**config.mk**
```make
export PLATFORM = sky130hd
export DESIGN_NAME = ssi_enc_tx
export DESIGN_NICKNAME = d
export VERILOG_FILES = /design/src/rtl/ssi_enc_pkg.sv /design/src/rtl/ssi_edge_det.sv /design/src/rtl/ssi_gray_frame.sv /design/src/rtl/ssi_monoflop.sv /design/src/rtl/ssi_enc_tx.sv
export SDC_FILE = /design/constraint.sdc
export NUM_CORES = 1
export LEC_CHECK = 0
export BUFFER_PORTS_ARGS = -buffer_cell sky130_fd_sc_hd__buf_4
export CORE_MARGIN = 1
export CORE_UTILIZATION = 34
export DETAILED_ROUTE_END_ITERATION = 12
export PLACE_DENSITY = 0.49
export SYNTH_ARGS = -nofsm -noshare
export SYNTH_HDL_FRONTEND = slang
export SYNTH_HIERARCHICAL = 1
export SYNTH_SLANG_ARGS = --single-unit
```
**constraint.sdc**
```tcl
create_clock -name clk -period 4.5 [get_ports clk]
set_input_delay 0.9 -clock clk [delete_from_list [all_inputs] [get_ports clk]]
set_output_delay 0.9 -clock clk [all_outputs]
set_load 0.03 [all_outputs]
```
**src/rtl/ssi_enc_pkg.sv**
```systemverilog
package ssi_enc_pkg;
    typedef enum logic [2:0] {
        ST_IDLE,
        ST_ARMED,
        ST_SHIFT,
        ST_GAP,
        ST_HOLD
    } tx_state_e;
endpackage

```
**src/rtl/ssi_edge_det.sv**
```systemverilog
module ssi_edge_det #(
    parameter int SYNC_STAGES = 2
) (
    input  logic clk,
    input  logic rst_n,
    input  logic async_in,
    output logic fall,
    output logic rise
);
    localparam int CW = SYNC_STAGES + 1;

    logic [CW-1:0] chain_q;

    always_ff @(posedge clk or negedge rst_n) begin
        if (!rst_n) chain_q <= '1;
        else        chain_q <= {chain_q[CW-2:0], async_in};
    end

    // chain_q[CW-1] is the previous synchronized value
    assign fall =  chain_q[CW-1] & ~chain_q[CW-2];
    assign rise = ~chain_q[CW-1] &  chain_q[CW-2];
endmodule

```
**src/rtl/ssi_gray_frame.sv**
```systemverilog
module ssi_gray_frame #(
    parameter int MT_BITS  = 8,
    parameter int ST_BITS  = 10,
    parameter int MT_FIELD = 12,
    parameter int FRAME_W  = 25
) (
    input  logic [MT_BITS-1:0] mt_pos,
    input  logic [ST_BITS-1:0] st_pos,
    output logic [FRAME_W-1:0] frame
);
    localparam int POS_W    = MT_BITS + ST_BITS;
    localparam int ST_FIELD = FRAME_W - MT_FIELD;
    localparam int TRAIL    = ST_FIELD - ST_BITS;

    logic [POS_W-1:0] bin_pos;
    logic [POS_W-1:0] gray_pos;

    assign bin_pos  = {mt_pos, st_pos};
    assign gray_pos = bin_pos ^ (bin_pos >> 1);
    // leading zeros come from the width cast, trailing zeros from the shift
    assign frame    = FRAME_W'(gray_pos) << TRAIL;
endmodule

```
**src/rtl/ssi_monoflop.sv**
```systemverilog
module ssi_monoflop #(
    parameter int MONO_CYC = 64
) (
    input  logic clk,
    input  logic rst_n,
    input  logic trig,
    output logic active,
    output logic expire
);
    localparam int CW = $clog2(MONO_CYC + 1);

    logic [CW-1:0] cnt_q;

    always_ff @(posedge clk or negedge rst_n) begin
        if (!rst_n)              cnt_q <= '0;
        else if (trig)           cnt_q <= CW'(MONO_CYC);
        else if (cnt_q != '0)    cnt_q <= cnt_q - CW'(1);
    end

    assign active = (cnt_q != '0);
    assign expire = (cnt_q == CW'(1)) && !trig;
endmodule

```
**src/rtl/ssi_enc_tx.sv**
```systemverilog
module ssi_enc_tx #(
    parameter int MT_BITS     = 8,
    parameter int ST_BITS     = 10,
    parameter int MT_FIELD    = 12,
    parameter int FRAME_W     = 25,
    parameter int MONO_CYC    = 64,
    parameter int SYNC_STAGES = 2
) (
    input  logic               clk,
    input  logic               rst_n,
    input  logic               ssi_clk_in,
    input  logic [MT_BITS-1:0] mt_pos,
    input  logic [ST_BITS-1:0] st_pos,
    input  logic               repeat_mode,
    output logic               data_out
);
    import ssi_enc_pkg::*;

    localparam int IW = $clog2(FRAME_W);

    tx_state_e        state_q, state_n;
    logic [IW-1:0]    idx_q, idx_n;
    logic [FRAME_W-1:0] frame_q, frame_n, frame_c;
    logic             load;
    logic             ssi_fall, ssi_rise;
    logic             mono_active, mono_expire;
    logic             out_n, data_q;

    ssi_edge_det #(.SYNC_STAGES(SYNC_STAGES)) edge_i (
        .clk(clk), .rst_n(rst_n), .async_in(ssi_clk_in),
        .fall(ssi_fall), .rise(ssi_rise)
    );

    ssi_gray_frame #(
        .MT_BITS(MT_BITS), .ST_BITS(ST_BITS),
        .MT_FIELD(MT_FIELD), .FRAME_W(FRAME_W)
    ) frame_i (
        .mt_pos(mt_pos), .st_pos(st_pos), .frame(frame_c)
    );

    ssi_monoflop #(.MONO_CYC(MONO_CYC)) mono_i (
        .clk(clk), .rst_n(rst_n), .trig(ssi_fall),
        .active(mono_active), .expire(mono_expire)
    );

    // next-state logic
    always_comb begin
        state_n = state_q;
        idx_n   = idx_q;
        load    = 1'b0;
        unique case (state_q)
            ST_IDLE: begin
                if (ssi_fall) begin
                    state_n = ST_ARMED;
                    load    = 1'b1;
                end
            end
            ST_ARMED: begin
                if (mono_expire) state_n = ST_IDLE;
                else if (ssi_rise) begin
                    state_n = ST_SHIFT;
                    idx_n   = IW'(FRAME_W - 1);
                end
            end
            ST_SHIFT: begin
                if (mono_expire) state_n = ST_IDLE;
                else if (ssi_rise) begin
                    if (idx_q == '0) state_n = ST_GAP;
                    else             idx_n   = idx_q - IW'(1);
                end
            end
            ST_GAP: begin
                if (mono_expire) state_n = ST_IDLE;
                else if (ssi_rise) begin
                    if (repeat_mode) begin
                        state_n = ST_SHIFT;
                        idx_n   = IW'(FRAME_W - 1);
                    end else begin
                        state_n = ST_HOLD;
                    end
                end
            end
            ST_HOLD: begin
                if (mono_expire) state_n = ST_IDLE;
            end
            default: state_n = ST_IDLE;
        endcase
    end

    assign frame_n = load ? frame_c : frame_q;

    // state register
    always_ff @(posedge clk or negedge rst_n) begin
        if (!rst_n) begin
            state_q <= ST_IDLE;
            idx_q   <= '0;
            frame_q <= '0;
        end else begin
            state_q <= state_n;
            idx_q   <= idx_n;
            frame_q <= frame_n;
        end
    end

    // output process
    always_comb begin
        unique case (state_n)
            ST_SHIFT:        out_n = frame_n[idx_n];
            ST_GAP, ST_HOLD: out_n = 1'b0;
            default:         out_n = 1'b1;
        endcase
    end

    always_ff @(posedge clk or negedge rst_n) begin
        if (!rst_n) data_q <= 1'b1;
        else        data_q <= out_n;
    end

    assign data_out = data_q;
endmodule

```
==> results of run 1 <==
-- power breakdown --
| part | internal, uW | switching [uW] | leakage, uW |
|---|---|---|---|
| registers | 574 | 121 | 0.000528 |
| logic | 398 | 435 | 0.000680 |
| clock network | 111 | 132 | 0.0000424 |
-- state kept, by name, summed over array words and instances (netlist names) --
register and flops:
data_out 1, idx_q 5, frame_q 25, mono_i/cnt_q 7, edge_i/chain_q 3, state_q 3
-- routing by layer --
metal	wire length (um)	GRT usage [%]	vias to the layer above
met5	0	0	-
met4	17	3.079	0
met3	166	2.799	2
met2	2397	23.01	39
met1	2237	17.43	827
li1	-	-	835
-- layout make-up --
type	count	area (um2)	area share (%)
clock inverters	1	8.758	0.3091
multi-input cells	161	1300	45.87
inverters	12	46.29	1.634
clock buffers	7	76.32	2.693
flip-flops and latches	44	1106	39.03
well taps	99	123.9	4.371
repair buffers	23	172.7	6.093
-- path summary, 6_finish.rpt --
path | start | slack (ps) | to | depth (start not counted)
max | edge_i/chain_q[2] | 1210 | data_out | 12
min | edge_i/chain_q[0] | 360 | edge_i/chain_q[1] | 0
max reg2reg | edge_i/chain_q[2] | 1210 | data_out | 12
min reg2reg | edge_i/chain_q[0] | 360 | edge_i/chain_q[1] | 0
max in group asynchronous | rst_n | 3510 | state_q[1] | 1
min in group asynchronous | rst_n | 610 | mono_i/cnt_q[4] | 1
-- placed cells by master (no fill, tap or decap), drive strengths merged, types with 3 or more instances in the layout --
cell type | Yosys | final
clkbuf | 1 | 7
buf | 13 | 23
dfstp | 4 | 4
ha | 3 | 3
inv | 11 | 11
o21ai | 5 | 5
dfrtp | 40 | 40
conb | 1 | 7
xor2 | 17 | 17
nand2 | 5 | 5
nand2b | 5 | 5
nand3 | 3 | 3
mux2i | 14 | 14
nor2 | 10 | 10
a21oi | 7 | 7
nor3 | 10 | 10
nor4 | 3 | 3
o211ai | 8 | 8
mux2 | 25 | 25
o21bai | 3 | 3
-- kinds of logic after synthesis --
| family | after synthesis | synth area share (%) |
|---|---|---|
| AO/OA/AOI/OAI | 41 | 11.88 |
| XOR/XNOR | 18 | 6.213 |
| adder cells (fa/ha/maj) | 3 | 1.479 |
| buffers and inverters | 26 | 6.065 |
| flip-flops | 44 | 43.59 |
| multiplexers | 39 | 16.62 |
| other | 1 | 0.1478 |
| AND/OR/NAND/NOR | 53 | 14.00 |
-- through the flow --
stage	power, uW	utilization, %
after floorplan	1356	-
after global placement	1546	38.10
after detailed placement	1544	38.10
after CTS	1796	39.28
after global routing	1921	39.28
final	1772	39.28
-- worst max-delay path: stages, from the launching register on --
cell                       delay, ps
sky130_fd_sc_hd__dfstp_2         530
sky130_fd_sc_hd__nor2b_1         520
sky130_fd_sc_hd__nand2b_1        190
sky130_fd_sc_hd__nor4_1           70
sky130_fd_sc_hd__nand2b_1        320
sky130_fd_sc_hd__o21ai_1         290
sky130_fd_sc_hd__o211ai_1        150
sky130_fd_sc_hd__a21oi_2         300
sky130_fd_sc_hd__clkinv_2        160
sky130_fd_sc_hd__o311a_1         140
sky130_fd_sc_hd__o211a_1         220
sky130_fd_sc_hd__a311oi_1        250
sky130_fd_sc_hd__nor3_1           90
==> results.txt, run 1 <==
----------------------------------------------------
[CTS]
  CTS tree ... done
  Maximum level of the CTS H-tree ... 2
  Root buffer cell ... sky130_fd_sc_hd__clkbuf_8
  Buffers inserted by post-CTS timing repair ... 0
  Clock transition time at the flip-flop clock pins of the worst setup and hold paths ... 80 ps
  Number of instances resized during post-cts repair ... 0
  Total clock sinks ... 44
  Hold-fix buffers, CTS ... 0
  Buffer depth of the longest clock path ... 2
  Total clock buffers created by CTS ... 5
  Source-to-sink clock delay at the later pin of the worst-skew pair ... 290 ps

[Synth]
  Yosys warning total ... 6
  Average instance area after synthesis ... 11.28 um2
  Top area cells in the synthesized netlist ... sky130_fd_sc_hd__dfrtp_1 (39%), sky130_fd_sc_hd__mux2_2 (11%), sky130_fd_sc_hd__xor2_1 (5.9%)
  Synth top area share ... 39.45%
  Sequential area share after synthesis ... 43.59%
  Leading cell types by count after synthesis ... sky130_fd_sc_hd__dfrtp_1 (40), sky130_fd_sc_hd__mux2_2 (25), sky130_fd_sc_hd__xor2_1 (17)
  Instance count of the mapped netlist ... 225
  Netlist Area Pre-Place ... 2537 um2
  Synth Flop Type ... sky130_fd_sc_hd__dfrtp_1
  Cell variety after synth ... 57
  Fraction of registers with async set/reset ... 100.0%
  Biggest area consumer among synthesized cells ... sky130_fd_sc_hd__dfrtp_1
  Count of flip-flops with a built-in enable after synthesis ... 0
  Most frequent cell after synthesis ... sky130_fd_sc_hd__dfrtp_1
  Flip-flop and latch count after synthesis ... 44

[Placement]
  Port Buf Inserts ... 22
  GP Congestion ... 0.7511
  DP Wirelength ... 3528 um
  Count of placed standard cells including taps ... 339
  Worst slack at placement ... 1222 ps
  Area after DPL ... 2749 um2

[Worst hold path]
  Class of the tightest hold or removal check ... flop to flop

[Routing]
  TritonRoute pass-1 iters ... 4
  Post-DR vias/cell ... 4.908
  Antenna Nets Post-Route ... 0
  Average routed wire per standard cell ... 13.89 um
  Starting DRT DRC Count ... 100
  Total number of vias ... 1,703
  DRC violations left ... 0
  Detailed Route WL ... 4819 um

[Critical path]
  Launching element type of the critical path ... flop
  Type of the worst setup path ... flop to flop
  CP Capture Type ... flop
  Required time reported for the critical path endpoint ... 4710 ps
  Crit path DAT ... 3500 ps
  Maximum fanout along the worst path ... 11

[Layout]
  # fillers ... 732
  Post-route insts no fill ... 347
  Final std cell area, no fill ... 2834 um2
  Layout cells sized above 1 ... 29.84%
  Synthesis-to-layout area growth ... 11.69%
  Net count, final ... 272
  Antenna cells ... 0

[Die]
  Number of placement rows ... 31
  Die height ... 88.39 um
  Boundary pin count ... 23
  Effective utilization at floorplan ... 35.17%
  Die area ... 7813 um2
  X dimension of the die ... 88.39 um
  Area of the placeable core ... 7214 um2

[Timing]
  Tmin final ... 3285 ps
  Worst slew pin tran ... 666.5 ps
  Setup repair after global routing missed its margin ... false
  Final count of hold timing violations ... 0
  Layout Skew ... 9.846 ps
  Max-slew headroom ... 55.38%
  Maximum clock frequency ... 0.3044 GHz
  Max-slew violation count ... 0
  Fraction of the cycle the final worst path needs ... 73.01%
  Setup TNS ... 0 ps
  Setup violation total in the final timing report ... 0
  Worst Hold Slack ... 358.9 ps
  Worst Slack Setup Final ... 1215 ps

[Global routing]
  Largest net degree at the start of global routing ... 45
  Total routing resource utilization after global routing ... 13.43%
  Number of global-route vias before repair ... 1,728
  Number of antenna violations at the first check in global routing ... 0
  GR Overflow Total ... 0
  First-pass GRT wire length ... 8073 um

[Run]
  Total of max-cap violations ... 0

[Pwr]
  Total power per unit cell area ... 625.3 nW/um2
  Static leakage ... 0.001250 uW
  Maximum resistive drop on vdd ... 199.8 uV

[Outcome]
  Result of the run ... finished, final reports clean

----------------------------------------------------
Power figures use the tool's default switching activity.
==> run 2, diff against run 1 <==
- clock period: 4.5 -> 3.3 ns (I/O delays scaled with it)
==> run 2 against run 1 <==
Against the previous run:
- via count decreased by 0.76%
- clock skew about the same
- maximum frequency increased by 8.2%
- first-iteration DRC count decreased by 60%
- global-route usage increased by 0.49 points
- power increased by 42%
- clock-buffer cell count decreased by 2
- register-to-register slack got worse by 950 ps
- sequential cell count unchanged
- non-clock buffer count increased by 4
==> results.txt, run 2 (same netlist as run 1, synthesis figures left out) <==
----------------------------------------------------
[Routing]
  Antenna Nets Post-Route ... 0
  Starting DRT DRC Count ... 40
  DRC violations left ... 0
  TritonRoute pass-1 iters ... 4
  Average routed wire per standard cell ... 13.74 um
  Total number of vias ... 1,690
  Post-DR vias/cell ... 4.815
  Detailed Route WL ... 4822 um

[Layout]
  Final core utilization ... 40.13%
  Most common cell after layout, fill and taps aside ... sky130_fd_sc_hd__dfrtp_1
  Synthesis-to-layout area growth ... 14.10%
  Largest reg by FF count ... frame_q
  Number of flip-flops under the largest register name ... 25
  Layout cells sized above 1 ... 31.75%
  Net count, final ... 276
  Most frequent cells in the layout ... sky130_fd_sc_hd__dfrtp_1 (40), sky130_fd_sc_hd__buf_4 (27), sky130_fd_sc_hd__mux2_2 (25)
  Largest regs ... frame_q x25, mono_i/cnt_q x7, idx_q x5
  Final std cell area, no fill ... 2895 um2
  # fillers ... 748
  Sequential cell area ... 1106 um2
  Antenna cells ... 0
  Multi-input combinational cell area ... 1300 um2

[Pwr]
  Maximum resistive drop on vdd ... 306.5 uV
  Power, Total ... 2524 uW
  Static leakage ... 0.001287 uW
  Total power per unit cell area ... 871.9 nW/um2

[Global routing]
  Total routing resource utilization after global routing ... 13.92%
  Largest net degree at the start of global routing ... 45
  First-pass GRT wire length ... 8466 um
  GR Overflow Total ... 0
  Number of global-route vias before repair ... 1,767
  Number of antenna violations at the first check in global routing ... 0

[Die]
  Boundary pin count ... 23
  Number of placement rows ... 31
  Die height ... 88.39 um
  Effective utilization at floorplan ... 35.17%
  Area of the placeable core ... 7214 um2
  X dimension of the die ... 88.39 um
  Die area ... 7813 um2

[Run]
  Total of max-cap violations ... 0

[Timing]
  Layout Skew ... 9.721 ps
  Fraction of the cycle the final worst path needs ... 92.02%
  Max-slew headroom ... 48.79%
  Setup TNS ... 0 ps
  Worst slew pin tran ... 766.4 ps
  Tmin final ... 3036 ps
  Setup repair after global routing missed its margin ... false
  Setup violation total in the final timing report ... 0
  Max-slew violation count ... 0
  Maximum clock frequency ... 0.3293 GHz
  Final count of hold timing violations ... 0
  Worst Slack Setup Final ... 263.5 ps

[Critical path]
  Type of the worst setup path ... flop to flop
  Reg2reg setup slack ... 260 ps
  Required time reported for the critical path endpoint ... 3530 ps
  Maximum fanout along the worst path ... 11
  RR Startpoint ... mono_i/cnt_q[4]
  CP Capture Type ... flop
  Reg2reg path depth ... 11
  Crit path DAT ... 3260 ps
  Reg-to-reg critical path endpoint ... data_out
  Launching element type of the critical path ... flop

[CTS]
  Total clock sinks ... 44
  Maximum level of the CTS H-tree ... 2
  Clock transition time at the flip-flop clock pins of the worst setup and hold paths ... 90 ps
  Root buffer cell ... sky130_fd_sc_hd__clkbuf_8
  Total clock buffers created by CTS ... 5
  Number of instances resized during post-cts repair ... 0
  CTS tree ... done
  Buffer depth of the longest clock path ... 2
  Hold-fix buffers, CTS ... 0
  Buffers inserted by post-CTS timing repair ... 0
  Source-to-sink clock delay at the later pin of the worst-skew pair ... 290 ps

[Worst hold path]
  Class of the tightest hold or removal check ... primary input to asynchronous set/reset pin

[Placement]
  Port Buf Inserts ... 22
  Worst slack at placement ... 271.7 ps
  Area after DPL ... 2779 um2
  GP Congestion ... 0.8257
  DP Wirelength ... 3581 um

[Outcome]
  Result of the run ... finished, final reports clean

----------------------------------------------------
run 2: through the flow:
step | hold slack (ps) | instances
final | 353.8 | 351
after global routing | 371.4 | 351
after detailed placement | 350.9 | 343
after CTS | 365.9 | 351
after floorplan | 345.2 | 231
after global placement | 353.4 | 343
run 2: critical path, stage by stage, from the launching register on:
cell	delay [ps]
sky130_fd_sc_hd__dfrtp_1	450
sky130_fd_sc_hd__or3_1	450
sky130_fd_sc_hd__nor4_1	320
sky130_fd_sc_hd__nand2b_1	390
sky130_fd_sc_hd__or3_4	220
sky130_fd_sc_hd__nor3_2	40
sky130_fd_sc_hd__a21oi_2	250
sky130_fd_sc_hd__clkinv_2	160
sky130_fd_sc_hd__o311a_1	130
sky130_fd_sc_hd__o211a_1	220
sky130_fd_sc_hd__a311oi_1	250
sky130_fd_sc_hd__nor3_1	90
run 2: worst max-delay path by stage:
stage               depth (start not counted)            start  slack (ps)        to
global route                               10  mono_i/cnt_q[4]          10  data_out
global placement                           10  mono_i/cnt_q[4]         350  data_out
CTS                                        10  mono_i/cnt_q[4]         240  data_out
detailed placement                         10  mono_i/cnt_q[4]         270  data_out
finish                                     11  mono_i/cnt_q[4]         260  data_out
floorplan                                  11  mono_i/cnt_q[4]         400  data_out
run 2: where the power goes:
| part | switching, uW | internal [uW] | total [uW] |
|---|---|---|---|
| logic | 596 | 556 | 1150 |
| clock network | 197 | 228 | 425 |
| registers | 164 | 782 | 947 |
| total | 958 | 1570 | 2520 |
run 2: final cells by class:
class                           count  area share (%)
Clock inverter                      3           1.642
Inverter                           12           1.599
Multi-Input combinational cell    161           44.90
Sequential cell                    44           38.20
Tap cell                           99           4.278
Clock buffer                        5           2.377
Timing Repair Buffer               27           7.001
run 2: layer usage:
layer  routed length (um)  vias up  global-route usage, %  share of wire (%)
met2                 2344       23                  23.78                 49
met1                 2333      819                  18.41                 48
met4                   19        0                  2.199               0.39
met3                  125        2                  3.078                2.6
met5                    0        -                      0                  0
li1                     -      846                      -                  -
==> run 3, diff against run 2 <==
- RECOVER_POWER: not set -> 100
==> run 3 against run 2 <==
Against the previous run:
- the run now ends with capacitance limit, slew limit left
- power is 1.6% lower
- via count is 0.41% lower
- clock skew increased by 1.7 ps
- sequential share of layout area increased by 0.25 points
- cell count stayed put
- routed wire length is 0.44% lower
- sequential power barely moved
- highest routed layer unchanged
==> results.txt, run 3 (same netlist as run 1, synthesis figures left out) <==
----------------------------------------------------
[Layout]
  Antenna cells ... 0
  Most common cell after layout, fill and taps aside ... sky130_fd_sc_hd__dfrtp_1
  Net count, final ... 276
  # fillers ... 749
  Layout cells sized above 1 ... 23.41%
  Largest regs ... frame_q x25, mono_i/cnt_q x7, idx_q x5
  Largest reg by FF count ... frame_q
  Final std cell area, no fill ... 2877 um2
  Post-route insts no fill ... 351
  Number of flip-flops under the largest register name ... 25
  Most frequent cells in the layout ... sky130_fd_sc_hd__dfrtp_1 (40), sky130_fd_sc_hd__buf_4 (21), sky130_fd_sc_hd__xor2_1 (17)
  Final core utilization ... 39.87%
  Synthesis-to-layout area growth ... 13.36%

[Routing]
  Detailed Route WL ... 4801 um
  Average routed wire per standard cell ... 13.68 um
  TritonRoute pass-1 iters ... 4
  Starting DRT DRC Count ... 43
  Post-DR vias/cell ... 4.795
  DRC violations left ... 0
  Total number of vias ... 1,683
  Antenna Nets Post-Route ... 0

[Outcome]
  Violations in the final reports ... capacitance limit, slew limit
  Result of the run ... finished with violations

[Critical path]
  Critical-path cell list ... or3_1, nor4_1, nand2b_1, or3_4, nor3_2, a21oi_2, clkinv_2, o311a_1, o211a_1, a311oi_1, nor3_1
  Reg-to-reg critical path endpoint ... data_out
  Type of the worst setup path ... flop to flop
  Reg2reg path depth ... 11
  Reg2reg setup slack ... 270 ps
  RR Startpoint ... mono_i/cnt_q[4]
  Delay-heaviest family, CP ... simple AND/OR/NAND/NOR gates
  Buffer and inverter count on the worst path ... 1
  Cell type of the slowest stage on the worst timing path ... sky130_fd_sc_hd__dfrtp_1
  Origin of the worst setup path ... mono_i/cnt_q[4]
  Maximum fanout along the worst path ... 11
  Setup crit end ... data_out
  CP Capture Type ... flop
  Number of cells on the critical path ... 11
  Required time reported for the critical path endpoint ... 3530 ps
  Launching element type of the critical path ... flop
  Crit path largest cell delay ... 450 ps
  Crit path DAT ... 3260 ps

[Pwr]
  Static leakage ... 0.001273 uW
  Maximum resistive drop on vdd ... 301.2 uV
  Total power per unit cell area ... 863.3 nW/um2

[Worst hold path]
  Class of the tightest hold or removal check ... flop to flop
  Cell count of the worst hold path ... 0

[Run]
  Total of max-cap violations ... 1

[Timing]
  Worst Slack Setup Final ... 272.9 ps
  Tmin final ... 3027 ps
  Final count of hold timing violations ... 0
  Worst slew pin tran ... 2399 ps
  Setup repair after global routing missed its margin ... false
  Max-slew violation count ... 45
  Layout Skew ... 11.41 ps
  Maximum clock frequency ... 0.3303 GHz
  Setup TNS ... 0 ps
  Max-slew headroom ... -59.97%
  Fraction of the cycle the final worst path needs ... 91.73%
  Setup violation total in the final timing report ... 0

[Die]
  Boundary pin count ... 23
  X dimension of the die ... 88.39 um
  Die height ... 88.39 um
  Die area ... 7813 um2
  Area of the placeable core ... 7214 um2
  Effective utilization at floorplan ... 35.17%
  Number of placement rows ... 31

[Global routing]
  GR Overflow Total ... 0
  Number of antenna violations at the first check in global routing ... 0
  Largest net degree at the start of global routing ... 45
  First-pass GRT wire length ... 8466 um
  Total routing resource utilization after global routing ... 13.92%
  Number of global-route vias before repair ... 1,767

[Placement]
  Port Buf Inserts ... 22
  Count of placed standard cells including taps ... 343
  Worst slack at placement ... 271.7 ps
  Area after DPL ... 2779 um2
  DP Wirelength ... 3581 um
  GP Congestion ... 0.8257

[CTS]
  Buffers inserted by post-CTS timing repair ... 0
  Buffer depth of the longest clock path ... 2
  Number of instances resized during post-cts repair ... 0
  Root buffer cell ... sky130_fd_sc_hd__clkbuf_8
  Clock transition time at the flip-flop clock pins of the worst setup and hold paths ... 100 ps
  Maximum level of the CTS H-tree ... 2
  Source-to-sink clock delay at the later pin of the worst-skew pair ... 300 ps
  Hold-fix buffers, CTS ... 0
  Total clock sinks ... 44
  CTS tree ... done
  Total clock buffers created by CTS ... 5

----------------------------------------------------
run 3: cell count changes in the layout (fill, tap and decap cells not counted), sizes merged:
cell,delta
clkbuf,+6
buf,-6
run 3: layer usage:
| layer | global-route usage (%) | share of wire (%) | vias to the layer above |
|---|---|---|---|
| met2 | 23.78 | 48 | 23 |
| met4 | 2.199 | 0.40 | 0 |
| met3 | 3.078 | 2.5 | 2 |
| met1 | 18.41 | 49 | 813 |
| met5 | 0 | 0 | - |
| li1 | - | - | 845 |
run 3: area by class of cell:
cell class / instances / area, um2 / area share [%]
repair buffers: 27 / 183.9 / 6.394
flip-flops and latches: 44 / 1106 / 38.45
inverters: 12 / 46.29 / 1.609
clock buffers: 5 / 68.82 / 2.392
clock inverters: 3 / 47.55 / 1.653
well taps: 99 / 123.9 / 4.306
multi-input cells: 161 / 1300 / 45.19
run 3: metrics by stage:
step	power (uW)	hold WS, ps
global route	2686	376.9
detailed placement	2120	350.9
global placement	2118	353.4
floorplan	1849	345.2
finish	2483	367.9
CTS	2557	365.9
run 3: power by group:
part	total (uW)	switching (uW)	internal, uW	leakage [uW]
Combinational	1110	595	517	0.000687
Clock	427	199	228	0.0000583
Sequential	944	162	782	0.000527
Total	2480	956	1530	0.00127
run 3: worst min path at each step:
stage | startpoint | to | slack (ps)
after floorplan | edge_i/chain_q[0] | edge_i/chain_q[1] | 350
after global placement | edge_i/chain_q[0] | edge_i/chain_q[1] | 350
after detailed placement | edge_i/chain_q[0] | edge_i/chain_q[1] | 350
after CTS | rst_n | mono_i/cnt_q[2] | 370
after global routing | edge_i/chain_q[0] | edge_i/chain_q[1] | 380
final | edge_i/chain_q[0] | edge_i/chain_q[1] | 370
